**config.mk**
```make
export PLATFORM = sky130hd
export DESIGN_NAME = fpk_pack_round
export DESIGN_NICKNAME = d
export VERILOG_FILES = /design/src/rtl/fpk_pkg.sv /design/src/rtl/fpk_align.sv /design/src/rtl/fpk_round.sv /design/src/rtl/fpk_pack_round.sv
export SDC_FILE = /design/constraint.sdc
export NUM_CORES = 1
export LEC_CHECK = 0
export BUFFER_PORTS_ARGS = -buffer_cell sky130_fd_sc_hd__buf_2
export CORE_ASPECT_RATIO = 1.25
export CORE_MARGIN = 4
export CORE_UTILIZATION = 30
export CTS_BUF_LIST = sky130_fd_sc_hd__clkbuf_4 sky130_fd_sc_hd__clkbuf_8
export DETAILED_ROUTE_END_ITERATION = 10
export GPL_ROUTABILITY_DRIVEN = 1
export SKIP_CTS_REPAIR_TIMING = 1
export SLEW_MARGIN = 30
export SYNTH_ARGS = -nofsm -noshare
export SYNTH_HDL_FRONTEND = slang
export SYNTH_SLANG_ARGS = --single-unit
export TNS_END_PERCENT = 10
```
**constraint.sdc**
```tcl
create_clock -name clk -period 6.1 [get_ports clk]
set_clock_uncertainty 0.1 [all_clocks]
set_input_delay 0.305 -clock clk [delete_from_list [all_inputs] [get_ports clk]]
set_output_delay 0.305 -clock clk [all_outputs]
set_load 0.05 [all_outputs]
```
**src/rtl/fpk_pkg.sv**
```systemverilog
package fpk_pkg;

    localparam int EXP_W  = 8;
    localparam int MAN_W  = 23;
    localparam int GRD_W  = 7;
    localparam int IEXP_W = 10;

    localparam int FRAC_W = MAN_W + GRD_W + 2;
    localparam int WORD_W = 1 + EXP_W + MAN_W;
    localparam int BIAS   = (1 << (EXP_W - 1)) - 1;

    typedef enum logic [2:0] {
        CLS_ZERO = 3'd0,
        CLS_NUM  = 3'd1,
        CLS_INF  = 3'd2,
        CLS_QNAN = 3'd3,
        CLS_SNAN = 3'd4
    } fp_class_e;

    typedef struct packed {
        logic             sign;
        logic [EXP_W-1:0] expo;
        logic [MAN_W-1:0] man;
    } fp_word_t;

    function automatic logic class_is_nan(input logic [2:0] c);
        return (c == CLS_QNAN) || (c == CLS_SNAN);
    endfunction

endpackage

```
**src/rtl/fpk_align.sv**
```systemverilog
module fpk_align #(
    parameter int EXP_W  = fpk_pkg::EXP_W,
    parameter int MAN_W  = fpk_pkg::MAN_W,
    parameter int GRD_W  = fpk_pkg::GRD_W,
    parameter int IEXP_W = fpk_pkg::IEXP_W
) (
    input  logic [IEXP_W-1:0]             exp_i,
    input  logic [MAN_W+GRD_W+1:0]        frac_i,
    output logic                          ovf_o,
    output logic                          sub_o,
    output logic [MAN_W+GRD_W+1:0]        frac_o,
    output logic [EXP_W-1:0]              bexp_o
);
    localparam int FRAC_W = MAN_W + GRD_W + 2;
    localparam int EXT_W  = IEXP_W + 2;
    localparam int BIAS   = (1 << (EXP_W - 1)) - 1;

    localparam logic signed [EXT_W-1:0] BIAS_V = EXT_W'(BIAS);
    localparam logic signed [EXT_W-1:0] EMIN_V = EXT_W'(1 - BIAS);
    localparam logic signed [EXT_W-1:0] LIM_V  = EXT_W'(FRAC_W - GRD_W);

    logic signed [EXT_W-1:0] e_x;
    logic signed [EXT_W-1:0] shamt;
    logic signed [EXT_W-1:0] biased;
    logic                    too_far;

    always_comb begin
        e_x     = {{2{exp_i[IEXP_W-1]}}, exp_i};
        ovf_o   = e_x > BIAS_V;
        sub_o   = e_x < EMIN_V;
        shamt   = EMIN_V - e_x;
        too_far = shamt > LIM_V;
        biased  = e_x + BIAS_V;
        bexp_o  = sub_o ? '0 : biased[EXP_W-1:0];
        if (!sub_o)
            frac_o = frac_i;
        else if (too_far)
            frac_o = '0;
        else
            frac_o = frac_i >> shamt;
    end
endmodule

```
**src/rtl/fpk_round.sv**
```systemverilog
module fpk_round #(
    parameter int FRAC_W = fpk_pkg::FRAC_W,
    parameter int GRD_W  = fpk_pkg::GRD_W
) (
    input  logic [FRAC_W-1:0]       frac_i,
    output logic [FRAC_W-GRD_W-1:0] rnd_o
);
    localparam int RW = FRAC_W - GRD_W;
    localparam logic [GRD_W-1:0] HALF = GRD_W'(1 << (GRD_W - 1));

    logic [GRD_W-1:0] g;
    logic [RW-1:0]    keep;
    logic             up;

    always_comb begin
        g     = frac_i[GRD_W-1:0];
        keep  = frac_i[FRAC_W-1:GRD_W];
        up    = (g > HALF) || ((g == HALF) && keep[0]);
        rnd_o = keep + RW'(up);
    end


    always_comb begin
        if ((g == HALF) && !keep[0])
            tie_even_chk: assert (rnd_o == keep);
    end
endmodule

```
**src/rtl/fpk_pack_round.sv**
```systemverilog
module fpk_pack_round
    import fpk_pkg::*;
#(
    parameter int P_EXP_W  = fpk_pkg::EXP_W,
    parameter int P_MAN_W  = fpk_pkg::MAN_W,
    parameter int P_GRD_W  = fpk_pkg::GRD_W,
    parameter int P_IEXP_W = fpk_pkg::IEXP_W
) (
    input  logic                             clk,
    input  logic                             rst,
    input  logic                             in_valid,
    input  logic [2:0]                       in_class,
    input  logic                             in_sign,
    input  logic [P_IEXP_W-1:0]              in_exp,
    input  logic [P_MAN_W+P_GRD_W+1:0]       in_frac,
    output logic                             out_valid,
    output logic [P_EXP_W+P_MAN_W:0]         out_word
);
    localparam int L_FRAC_W = P_MAN_W + P_GRD_W + 2;
    localparam int L_WORD_W = 1 + P_EXP_W + P_MAN_W;
    localparam int L_RW     = L_FRAC_W - P_GRD_W;
    localparam int L_BIAS   = (1 << (P_EXP_W - 1)) - 1;
    localparam int L_FLUSH  = 1 - L_BIAS - L_RW;

    logic                    ovf, sub;
    logic [L_FRAC_W-1:0]     frac_al;
    logic [P_EXP_W-1:0]      bexp;
    logic [L_RW-1:0]         rnd;
    logic [L_WORD_W-1:0]     nxt;
    logic [P_MAN_W-1:0]      payload;

    fpk_align #(
        .EXP_W (P_EXP_W),
        .MAN_W (P_MAN_W),
        .GRD_W (P_GRD_W),
        .IEXP_W(P_IEXP_W)
    ) u_align (
        .exp_i (in_exp),
        .frac_i(in_frac),
        .ovf_o (ovf),
        .sub_o (sub),
        .frac_o(frac_al),
        .bexp_o(bexp)
    );

    fpk_round #(
        .FRAC_W(L_FRAC_W),
        .GRD_W (P_GRD_W)
    ) u_round (
        .frac_i(frac_al),
        .rnd_o (rnd)
    );

    always_comb begin
        payload = in_frac[L_FRAC_W-3:P_GRD_W];
        if (payload == '0)
            payload[P_MAN_W-1] = 1'b1;
    end

    always_comb begin
        nxt = '0;
        nxt[L_WORD_W-1] = in_sign;
        case (in_class)
            CLS_NUM: begin
                if (ovf) begin
                    nxt[L_WORD_W-2:P_MAN_W] = '1;
                end else if (sub) begin
                    nxt[L_WORD_W-2:P_MAN_W] = P_EXP_W'(rnd[L_RW-2]);
                    nxt[P_MAN_W-1:0]        = rnd[P_MAN_W-1:0];
                end else if (rnd[L_RW-1]) begin
                    nxt[L_WORD_W-2:P_MAN_W] = bexp + 1'b1;
                    nxt[P_MAN_W-1:0]        = rnd[P_MAN_W:1];
                end else begin
                    nxt[L_WORD_W-2:P_MAN_W] = bexp;
                    nxt[P_MAN_W-1:0]        = rnd[P_MAN_W-1:0];
                end
            end
            CLS_INF: nxt[L_WORD_W-2:P_MAN_W] = '1;
            CLS_QNAN, CLS_SNAN: begin
                nxt[L_WORD_W-1]         = 1'b1;
                nxt[L_WORD_W-2:P_MAN_W] = '1;
                nxt[P_MAN_W-1:0]        = payload;
            end
            default: nxt[L_WORD_W-2:0] = '0;
        endcase
    end

    always_ff @(posedge clk) begin
        if (rst) begin
            out_valid <= 1'b0;
            out_word  <= '0;
        end else begin
            out_valid <= in_valid;
            if (in_valid)
                out_word <= nxt;
        end
    end


    valid_follow_chk: assert property (@(posedge clk) disable iff (rst)
        (!rst && in_valid) |=> out_valid);

    valid_drop_chk: assert property (@(posedge clk) disable iff (rst)
        (!rst && !in_valid) |=> !out_valid);

    hold_word_chk: assert property (@(posedge clk) disable iff (rst)
        (!rst && !in_valid) |=> $stable(out_word));

    exp_ovf_chk: assert property (@(posedge clk) disable iff (rst)
        (!rst && in_valid && in_class == CLS_NUM && $signed(in_exp) > L_BIAS)
        |=> out_word[L_WORD_W-2:0] == {{P_EXP_W{1'b1}}, {P_MAN_W{1'b0}}});

    nan_form_chk: assert property (@(posedge clk) disable iff (rst)
        (!rst && in_valid && class_is_nan(in_class))
        |=> (out_word[L_WORD_W-1] && (&out_word[L_WORD_W-2:P_MAN_W])
             && (|out_word[P_MAN_W-1:0])));

    flush_zero_chk: assert property (@(posedge clk) disable iff (rst)
        (!rst && in_valid && in_class == CLS_NUM && $signed(in_exp) < L_FLUSH)
        |=> (out_word[L_WORD_W-2:0] == '0 && out_word[L_WORD_W-1] == $past(in_sign)));
endmodule

```
Word-level counts from Yosys, hierarchy flattened
Cells that the tools add are included.

storage, ports and cells
  flip-flop bits (word level) = 33
  bits in latches = 0
  bits in writable memories = 0
  ROM bits = 0
  bits of input ports = 49
  output and inout bits = 33
  logic and storage cells = 32
  memories kept = 0

operators by class
  $add $sub $neg = 4
  multiply operators = 0
  div/mod/pow operators = 0
  magnitude comparators = 4
  equal/unequal tests = 5
  shift operators = 1
  multiplexer cells = 11
  bitwise logic cells = 0
  reductions and logical operators = 5

operators by type and width
  operator                 count
  $mux W32                 2
  $mux W31                 2
  $pmux W23 S2             1
  $shr A32 B12 Y32         1
  $add A25 B1 Y25          1
  $logic_not A23 Y1        1
  $mux W23                 1
  $mux W8                  2
  $pmux W8 S2              1
  $gt A12 B6 Y1 const B    1
  $sub A8 B10 Y11 const A  1
  $gt A10 B8 Y1 const B    1
  $lt A10 B8 Y1 const B    1
  $add A8 B1 Y8 const B    1
  $add A8 B8 Y8 const B    1
  $eq A7 B7 Y1 const B     1
  $gt A7 B7 Y1 const B     1
  $eq A3 B2 Y1 const B     2
  $eq A3 B1 Y1 const B     1
  $eq A3 B3 Y1 const B     1
  $reduce_or A3 Y1         1
  $mux W1                  2
  $reduce_or A2 Y1         1
  $logic_and A1 B1 Y1      1
  $logic_or A1 B1 Y1       1

Logic depth before layout (Yosys ltp)
Gate-level depths: netlist of the first run.

  word-level depth = 12
  gate-level depth with buffers = 23
  depth with buffers taken out = 19

By module
From an unflattened synthesis of the first run, not the netlist that was laid out.

second synthesis, totals
  cell total of the unflattened synthesis = 647
  area, all modules = 5318.9 sq um

by module, submodules not included
  module          instances  cells an instance  area each (sq um)  seq. area each (sq um)
  fpk_align       1          353                2662.6             0.0
  fpk_pack_round  1          217                2134.5             660.6
  fpk_round       1          77                 521.8              0.0

Worst setup path after synthesis of the first run
No wires, ideal clock.

  path kind = input to register
  start point = in in_exp[0]
  end point = reg out_word[15]
  arrival time = 5.049 ns
  setup slack = 0.876 ns
  stages on the path = 23
  cells stage by stage = buf_2 inv_2 ha_1 or4b_4 a211o_1 and2_4 buf_6 or3_1 buf_2 o31a_1 o21bai_4 inv_1 ha_1 inv_1 a211oi_1 a22o_1 nand4_4 nor3_2 and2_4 mux2i_2 buf_6 mux2_1 a31oi_1

between the ends
  cells in the longest elaborated chain, start to end = 12
  elaborated cells between the ends (all ways) = 16

RTL lines
  element                                                                   RTL line              text
  from (decl)                                                               fpk_pack_round.sv:14  input logic [P_IEXP_W-1:0] in_exp,
  parallel branches: the longest is 10 deep, another holds $add A25 B1 Y25  -
  $mux W23 (*)                                                              fpk_pack_round.sv:65  if (ovf) begin
  $pmux W23 S2 (*)                                                          fpk_pack_round.sv:63  case (in_class)
  to (signal assigned)                                                      fpk_pack_round.sv:95  out_word <= nxt;
  to (decl)                                                                 fpk_pack_round.sv:17  output logic [P_EXP_W+P_MAN_W:0] out_word

Every way passes the cells marked *.
A chain may end at the register's enable or synchronous reset.

Worst setup path in the final report of the first run
  start point = in in_exp[0]
  end point = reg out_word[4]

The elaborated chain is that of the path after synthesis.

==> results of run 1 <==
-- kinds of logic (layout without fill, tap and decap cells) --
| family | Yosys count | in the layout | share of synthesized area |
|---|---|---|---|
| AOI/OAI and AO/OA | 187 | 187 | 0.2628 |
| xor gates and xnor gates | 33 | 33 | 0.06194 |
| adders and majority gates | 7 | 7 | 0.01649 |
| buffers and inverters | 61 | 113 | 0.05110 |
| DFF | 33 | 33 | 0.1244 |
| muxes | 92 | 92 | 0.2284 |
| and+or+nand+nor | 259 | 259 | 0.2548 |
-- flip-flops by register name, indices dropped and copies added (netlist names) --
register   cells
out_valid      1
out_word      32
-- final cells by class --
cell class | count | area, µm²
Clock inverter | 1 | 30.03
Fill cell | 1873 | 11420
Clock buffer | 7 | 90.09
Sequential cell | 33 | 660.6
Multi-Input combinational cell | 578 | 4387
Tap cell | 224 | 280.3
Inverter | 10 | 37.54
Timing Repair Buffer | 95 | 523.0
-- per-stage QoR --
step / instances / cell area, µm² / power [W] / util / hold slack (ns)
3_5_place_dp: 940 / 5888 / 0.0007146 / 0.3378 / 0.3609
3_3_place_gp: 940 / 5888 / 0.0007151 / 0.3378 / 0.3619
6_report: 948 / 6008 / 0.0009383 / 0.3447 / 0.2134
4_1_cts: 948 / 6008 / 0.0009383 / 0.3447 / 0.2039
5_1_grt: 948 / 6008 / 0.0009874 / 0.3447 / 0.2115
2_1_floorplan: 672 / 5313 / 0.0005844 / - / 0.3499
-- synth_stat cells (13+ instances only) --
cell type	n
xnor2_1	16
clkbuf_1	30
mux4_2	19
nand2_1	78
nand3_1	26
buf_2	16
dfxtp_1	33
xor2_1	14
mux2i_1	31
o21ai_0	19
nor3_1	13
a21oi_1	29
mux2_2	36
nor2_1	55
-- worst max-delay path, stage by stage --
cell and delay, ns:
buf_2 0.18, buf_4 0.49, ha_1 0.26, nor3b_1 0.05, o41ai_1 0.25, and4b_1 0.32
or3_1 0.56, o31a_1 0.37, o21bai_4 0.21, inv_1 0.07, ha_1 0.18, inv_1 0.06
a211oi_1 0.18, a22o_1 0.25, nand4_4 0.20, nor3_2 0.24, and2_4 0.20, mux2i_2 0.19
buf_4 0.33, mux2_1 0.35, a311oi_1 0.23
-- metal layers --
layer  wire, µm  part of all wire  global-route usage  up-vias
li1           -                 -                   -     2694
met1       7952              0.43              0.2388     2682
met2       8771              0.47              0.2979      232
met3       1324             0.071             0.02390       38
met4        612             0.033             0.07818        0
met5          0                 0                   0        -
-- power by group --
part	internal, W	leakage [nW]	switching, W
clock	0.000138	0.0619	0.0000826
combinational	0.000177	1.93	0.000306
sequential	0.000229	0.271	0.00000652
-- placed cells by master, fill, tap and decap left out, drive strengths merged, types with 8 or more instances in the layout --
cell type and n:
a31oi 12, xor2 15, mux2 41, and2 11
nor2 55, mux2i 32, xnor2 17, dfxtp 33
mux4 19, buf 95, nand3 26, inv 10
o21ai 29, nor3b 8, o31ai 11, nor3 14
a22oi 9, nand2 78, a311oi 13, a21oi 29
nor4 14
-- final timing paths --
check / to / slack [ns] / depth (start not counted)
max: out_word[4]$_SDFFE_PP0P_ / 0.71 / 21
min: out_word[31]$_SDFFE_PP0P_ / 0.21 / 3
max reg2reg: out_word[6]$_SDFFE_PP0P_ / 4.92 / 3
min reg2reg: out_word[30]$_SDFFE_PP0P_ / 0.37 / 2
==> results.ini, run 1 <==
[sta]
timing.final.crit_share = 0.8829
setup_viol = 0
slew_viol_final = 0
fin_tns_setup_ns = 0
period_needed_ns = 5.386
finalHoldViolations = 0
fmax_mhz = 185.7
setup_slack_ns = 0.7143
tightest_slew_ns = 0.8573
relSlewSlack = 0.4284
rsz0062_at_grt = no

[synthesis]
yosysUniqueCellTypes = 89
ys_seq_area_frac = 0.1244
synth_edf_count = 0
async_reset_ff_frac = 0
synthDominantCellAreaShare = 0.1244
yosysWarnings = 0
synth_ff_type = dfxtp_1
ys_ff_latch = 33
yosysTopAreaCell = dfxtp_1
synthCells = 672
syn_nets = 728
syn_avg_cell_area_um2 = 7.906
synth_area_mm2 = 0.005313
yosys-top-cells-area = dfxtp_1 (12%), mux4_2 (8.1%), mux2_2 (7.6%), mux2i_1 (5.8%), nand2_1 (5.5%)

[grt]
overflow = 0
grt_max_degree = 54
grt_pass1_vias = 5378
grt_first_pass_wirelength_mm = 29.57
antenna_found_initial = 0
groute.usage.overall = 0.1815

[drt]
first_iter_violations = 550
route.detailed.drc = 0
first_pass_iters = 5
wl_mm = 18.66
ant_nets = 0
via_count = 5646
viasPerCell = 5.956
wl_per_cell_um = 19.68

[setup_path]
r2r-start = out_word[6]$_SDFFE_PP0P_
crit_start = in_exp[0]
crit_fanout = 45
worstPathArrival_ns = 5.50
critPathCaptureType = flop
required_ns = 6.21
critPathKind = input pin to flop
startpoint_type = input pin

[die]
dieArea_mm2 = 0.01992
fp.dieH_um = 156.8
die_x_um = 127.0
num_io_pins = 82
design.core.area_mm2 = 0.01743
start_util = 0.3048
num_rows = 54

[flow_run]
timing.max_cap.violations = 0

[cts]
cts_tree = yes
cts_sinks = 33
cts_made_buffers = 5
htreeDepth = 2
insertion_delay_ns = 0.29
clkSlewWorstSetupHoldPaths_ns = 0.08
cts_root_buf = clkbuf_8
clockBufferDepth = 2

[final_layout]
drive_gt1_frac = 0.2528
num_antenna_cells = 0
syn_to_final_growth_pct = 13.09
num-nets-final = 779

[power]
powerDensity_mw_per_mm2 = 156.2
ir_drop_v = 0.00008129
leakage_nw = 2.262

[worst_hold_path]
holdCritPathClass = input pin to flop
hp-start = in_sign

[placed_design]
dp_hpwl_mm = 14.66
gp_congestion = 0.9847
port_buffers = 81
pre_cts_slack_ns = 0.4479

[outcome]
status = completed

(Power assumes the default switching activity.)
==> run 2: changes to the inputs <==
- REMOVE_ABC_BUFFERS: default -> 1
==> results.ini, run 2 (same netlist as run 1, synthesis figures left out) <==
[outcome]
status = completed

[die]
fp.dieH_um = 156.8
dieArea_mm2 = 0.01992
die_x_um = 127.0
num_rows = 54
num_io_pins = 82
design.core.area_mm2 = 0.01743
start_util = 0.3048

[drt]
wl_per_cell_um = 20.86
wl_mm = 19.80
first_iter_violations = 365
first_pass_iters = 7
viasPerCell = 5.984
ant_nets = 0
route.detailed.drc = 0
via_count = 5679

[flow_run]
timing.max_cap.violations = 0

[sta]
slew_viol_final = 0
finalHoldViolations = 0
tightest_slew_ns = 0.8471
timing.final.crit_share = 0.8708
period_needed_ns = 5.312
setup_viol = 0
fin_tns_setup_ns = 0
relSlewSlack = 0.4353
fmax_mhz = 188.3
rsz0062_at_grt = no

[cts]
cts_made_buffers = 5
insertion_delay_ns = 0.30
clkSlewWorstSetupHoldPaths_ns = 0.08
cts_tree = yes
clockBufferDepth = 2
htreeDepth = 2
cts_sinks = 33
cts_root_buf = clkbuf_8

[final_layout]
layout_common_cells = buf_2 (81), nand2_1 (78), nor2_1 (55), mux2_2 (36), dfxtp_1 (33)
post-route-util = 0.3426
fillers = 1878
num_antenna_cells = 0
drive_gt1_frac = 0.2538
syn_to_final_growth_pct = 12.41
multi_input_area_mm2 = 0.004387
largest_reg_flops = 32
final_common_cell = buf_2
num-nets-final = 782
reg_top3 = out_word (32), out_valid (1)
max_flop_register = out_word
seqCellArea_um2 = 660.6

[setup_path]
critPathMaxStageDelay_ns = 0.51
critPathKind = input pin to flop
critPathTopFamily = simple AND/OR/NAND/NOR gates
critPathCaptureType = flop
crit_fanout = 23
required_ns = 6.21
worstPathCellList = buf_2 > inv_2 > ha_1 > or4b_4 > a211o_1 > and2_4 > or3_1 > o31a_1 > o21bai_4 > inv_1 > ha_1 > inv_1 > a211oi_1 > a22o_1 > nand4_4 > nor3_2 > and2_4 > mux2i_2 > buf_4 > mux2_1 > a311oi_1
r2r-start = out_word[6]$_SDFFE_PP0P_
worstPathArrival_ns = 5.43
startpoint_type = input pin
r2r_setup_slack_ns = 4.94
reg2regPathDepth = 3
reg2reg_to = out_word[6]$_SDFFE_PP0P_
slowest_stage = or3_1
path_buf_inv = 5

[power]
ir_drop_v = 0.00005821
powerDensity_mw_per_mm2 = 149.5
leakage_nw = 2.250

[worst_hold_path]
min_to = out_word[31]$_SDFFE_PP0P_
holdPathStages = 3
hp-start = in_sign
holdCritPathClass = input pin to flop

[grt]
antenna_found_initial = 0
grt_first_pass_wirelength_mm = 30.74
groute.usage.overall = 0.1918
grt_max_degree = 54
overflow = 0
grt_pass1_vias = 5505

[placed_design]
port_buffers = 81
dp_hpwl_mm = 15.16
gp_congestion = 1.014

run 2: cell types whose count changed in the layout (fill, tap and decap cells not counted):
cell	delta
clkbuf_4	-1
clkinv_2	+1
buf_4	+4
buf_12	-1
clkbuf_8	-1
bufinv_16	-1
run 2: cell type report:
cell class / instances / area share
tap: 224 / 0.04693
multi-input combinational: 578 / 0.7345
sequential: 33 / 0.1106
inverter: 10 / 0.006285
clock buffer: 5 / 0.01152
timing repair buffer: 98 / 0.08925
clock inverter: 1 / 0.0008380
run 2: metal layers:
metal	vias up	track usage	wire, µm
met1	2696	0.2300	7847
met3	50	0.02390	1176
li1	2694	-	-
met5	-	0	0
met2	239	0.3403	10040
met4	0	0.08789	737
run 2: power breakdown:
part	internal [W]	switching, W
Sequential	0.000229	0.00000637
Clock	0.0000753	0.0000918
Combinational	0.000178	0.000313
run 2: worst min-delay path: cells and delay by family:
family          cells  cell delay (ns)
simple gates        1             0.09
buf+inv             1             0.10
compound gates      1             0.07
run 2: per-stage QoR:
step / worst slack (ns) / area [µm²] / instances / total power (W) / hold WS (ns)
5_1_grt: 0.4741 / 5972 / 949 / 0.0009373 / 0.2167
3_5_place_dp: 0.4922 / 5898 / 943 / 0.0007221 / 0.3613
4_1_cts: 0.8172 / 5972 / 949 / 0.0008894 / 0.1958
2_1_floorplan: 0.3548 / 5079 / 621 / 0.0005576 / 0.2729
3_3_place_gp: 0.5979 / 5898 / 943 / 0.0007235 / 0.3593
6_report: 0.7879 / 5972 / 949 / 0.0008928 / 0.1954
run 2: worst max path at each step:
stage / start / to / depth (start not counted)
floorplan: in_exp[0] / out_word[4]$_SDFFE_PP0P_ / 19
global placement: in_exp[0] / out_word[4]$_SDFFE_PP0P_ / 21
detailed placement: in_exp[0] / out_word[4]$_SDFFE_PP0P_ / 21
CTS: in_exp[0] / out_word[4]$_SDFFE_PP0P_ / 21
global route: in_exp[0] / out_word[4]$_SDFFE_PP0P_ / 21
finish: in_exp[0] / out_word[4]$_SDFFE_PP0P_ / 21
==> run 3: changes to the inputs <==
- BUFFER_PORTS_ARGS: -buffer_cell sky130_fd_sc_hd__buf_2 -> default
- CORE_MARGIN: 4 -> 10
- CTS_BUF_LIST: sky130_fd_sc_hd__clkbuf_4 sky130_fd_sc_hd__clkbuf_8 -> sky130_fd_sc_hd__clkbuf_4
- DONT_BUFFER_PORTS: default -> 1
==> results.ini, run 3 (same netlist as run 1, synthesis figures left out) <==
[outcome]
violations = hold timing
status = complete, but fails checks

[final_layout]
num-nets-final = 709
layout_common_cells = nand2_1 (78), nor2_1 (55), mux2_2 (36), dfxtp_1 (33), mux2i_1 (31)
max_flop_register = out_word
final_common_cell = nand2_1
largest_reg_flops = 32
reg_top3 = out_word (32), out_valid (1)
post-route-util = 0.3237
drive_gt1_frac = 0.1529
syn_to_final_growth_pct = 6.218

[flow_run]
timing.max_cap.violations = 0

[power]
p_int_w = 0.0004340
pwr-share-seq = 0.357
ir_drop_v = 0.00005547
clkPwrFrac = 0.175
powerDensity_mw_per_mm2 = 141.5
leakage_nw = 1.916
netSwitchingFraction = 0.4566
switchingPower_w = 0.0003646
comb_power_share = 0.468

[cts]
cts_sinks = 33
cts_root_buf = clkbuf_4
htreeDepth = 2
clkSlewWorstSetupHoldPaths_ns = 0.13
cts_made_buffers = 5
insertion_delay_ns = 0.36
cts_tree = yes
clockBufferDepth = 2

[drt]
routed.top_layer = met4
first_iter_violations = 442
wl_met1_mm = 7.428
wl_mm = 20.04
wl_met2_mm = 10.21
ant_nets = 0
route.detailed.drc = 0
wl_met3_mm = 1.512
first_pass_iters = 8
viasPerCell = 6.246
wl_per_cell_um = 22.80
via_count = 5490

[sta]
timing.final.crit_share = 0.9329
fmax_mhz = 175.7
relSlewSlack = 0.3762
hold_ws_ns = -0.01183
rsz0062_at_grt = no
finalHoldViolations = 3
setup_viol = 0
slew_viol_final = 0
tightest_slew_ns = 0.9260
period_needed_ns = 5.691
fin_tns_setup_ns = 0

[die]
fp.dieH_um = 168.8
design.core.area_mm2 = 0.01743
num_io_pins = 82
dieArea_mm2 = 0.02346
num_rows = 54
die_x_um = 139.0
start_util = 0.3048

[grt]
grt_max_degree = 54
groute.usage.overall = 0.1561
overflow = 0
grt_first_pass_wirelength_mm = 30.17
grt_pass1_vias = 5131
antenna_found_initial = 1

[setup_path]
crit_start = in_exp[0]
reg2reg_to = out_word[10]$_SDFFE_PP0P_
crit_fanout = 52
startpoint_type = input pin
critPathCaptureType = flop
r2r_setup_slack_ns = 4.35
critPathKind = input pin to flop
worstPathArrival_ns = 5.86
required_ns = 6.27
r2r-start = out_word[10]$_SDFFE_PP0P_
reg2regPathDepth = 3

[worst_hold_path]
holdCritPathClass = input pin to flop
min_to = out_word[1]$_SDFFE_PP0P_
holdPathStages = 2
hp-start = in_frac[8]

[placed_design]
dp_hpwl_mm = 15.26
port_buffers = 0
gp_congestion = 0.9468

==> run 3: changes by cell type in the layout (fill, tap and decap cells not counted) <==
cell	previous run	this run
clkbuf_4	0	5
clkbuf_8	5	0
dlygate4sd3_1	0	13
buf_2	81	0
buf_4	17	12
diode_2	0	1
clkinvlp_4	0	1
clkinv_2	1	2
==> run 3: critical path: stages <==
cell and delay, ns:
inv_2 0.11, ha_1 0.23, or4b_4 0.49, a211o_1 0.37, and2_4 0.19, or3_1 0.49
o31a_1 0.36, o21bai_4 0.20, inv_1 0.06, ha_1 0.18, inv_1 0.06, a211oi_1 0.18
a22o_1 0.24, nand4_4 0.20, nor3_2 0.22, and2_4 0.20, mux2i_2 0.55, buf_4 0.30
mux2i_1 0.20, a311oi_1 0.10, dlygate4sd3_1 0.60
==> run 3: cell type report <==
| class | count | area, µm² |
|---|---|---|
| diodes | 1 | 2.502 |
| repair buffers | 25 | 220.2 |
| inverters | 10 | 37.54 |
| clock buffers | 5 | 37.54 |
| fillers | 1870 | 11790 |
| flip-flops and latches | 33 | 660.6 |
| clock inverters | 3 | 17.52 |
| multi-input cells | 578 | 4387 |
| well taps | 224 | 280.3 |
==> run 3: power groups by stage <==
stage	Clock, W	Combinational (W)	Sequential (W)
global route	0.000151	0.000401	0.000287
global placement	0	0.000356	0.000291
finish	0.000140	0.000374	0.000285
detailed placement	0	0.000354	0.000291
CTS	0.000143	0.000356	0.000286
floorplan	0	0.000272	0.000286
==> run 3: worst max-delay path by stage <==
| stage | endpoint | slack [ns] | cells past startpoint |
|---|---|---|---|
| after floorplan | out_word[4]$_SDFFE_PP0P_ | 0.35 | 19 |
| after global placement | out_word[1]$_SDFFE_PP0P_ | 0.67 | 20 |
| after detailed placement | out_word[0]$_SDFFE_PP0P_ | 0.57 | 20 |
| after CTS | out_word[0]$_SDFFE_PP0P_ | 0.97 | 20 |
| after global routing | out_word[10]$_SDFFE_PP0P_ | 0.006 | 21 |
| final | out_word[10]$_SDFFE_PP0P_ | 0.41 | 21 |
==> run 3: per-layer routing <==
metal | vias to the layer above | track usage
met1 | 2634 | 0.1735
met5 | - | 0
li1 | 2557 | -
met3 | 60 | 0.02912
met2 | 239 | 0.2796
met4 | 0 | 0.07497
==> run 3: per-stage QoR <==
stage | hold slack, ns | worst slack (ns) | power [W] | cells | instance area, µm²
floorplan | 0.2729 | 0.3548 | 0.0005576 | 621 | 5079
global placement | 0.2839 | 0.6677 | 0.0006471 | 857 | 5455
detailed placement | 0.2845 | 0.5712 | 0.0006454 | 857 | 5455
CTS | -0.1206 | 0.9727 | 0.0007854 | 865 | 5510
global route | 0.0003969 | 0.006435 | 0.0008393 | 879 | 5643
finish | -0.01183 | 0.4091 | 0.0007987 | 879 | 5643
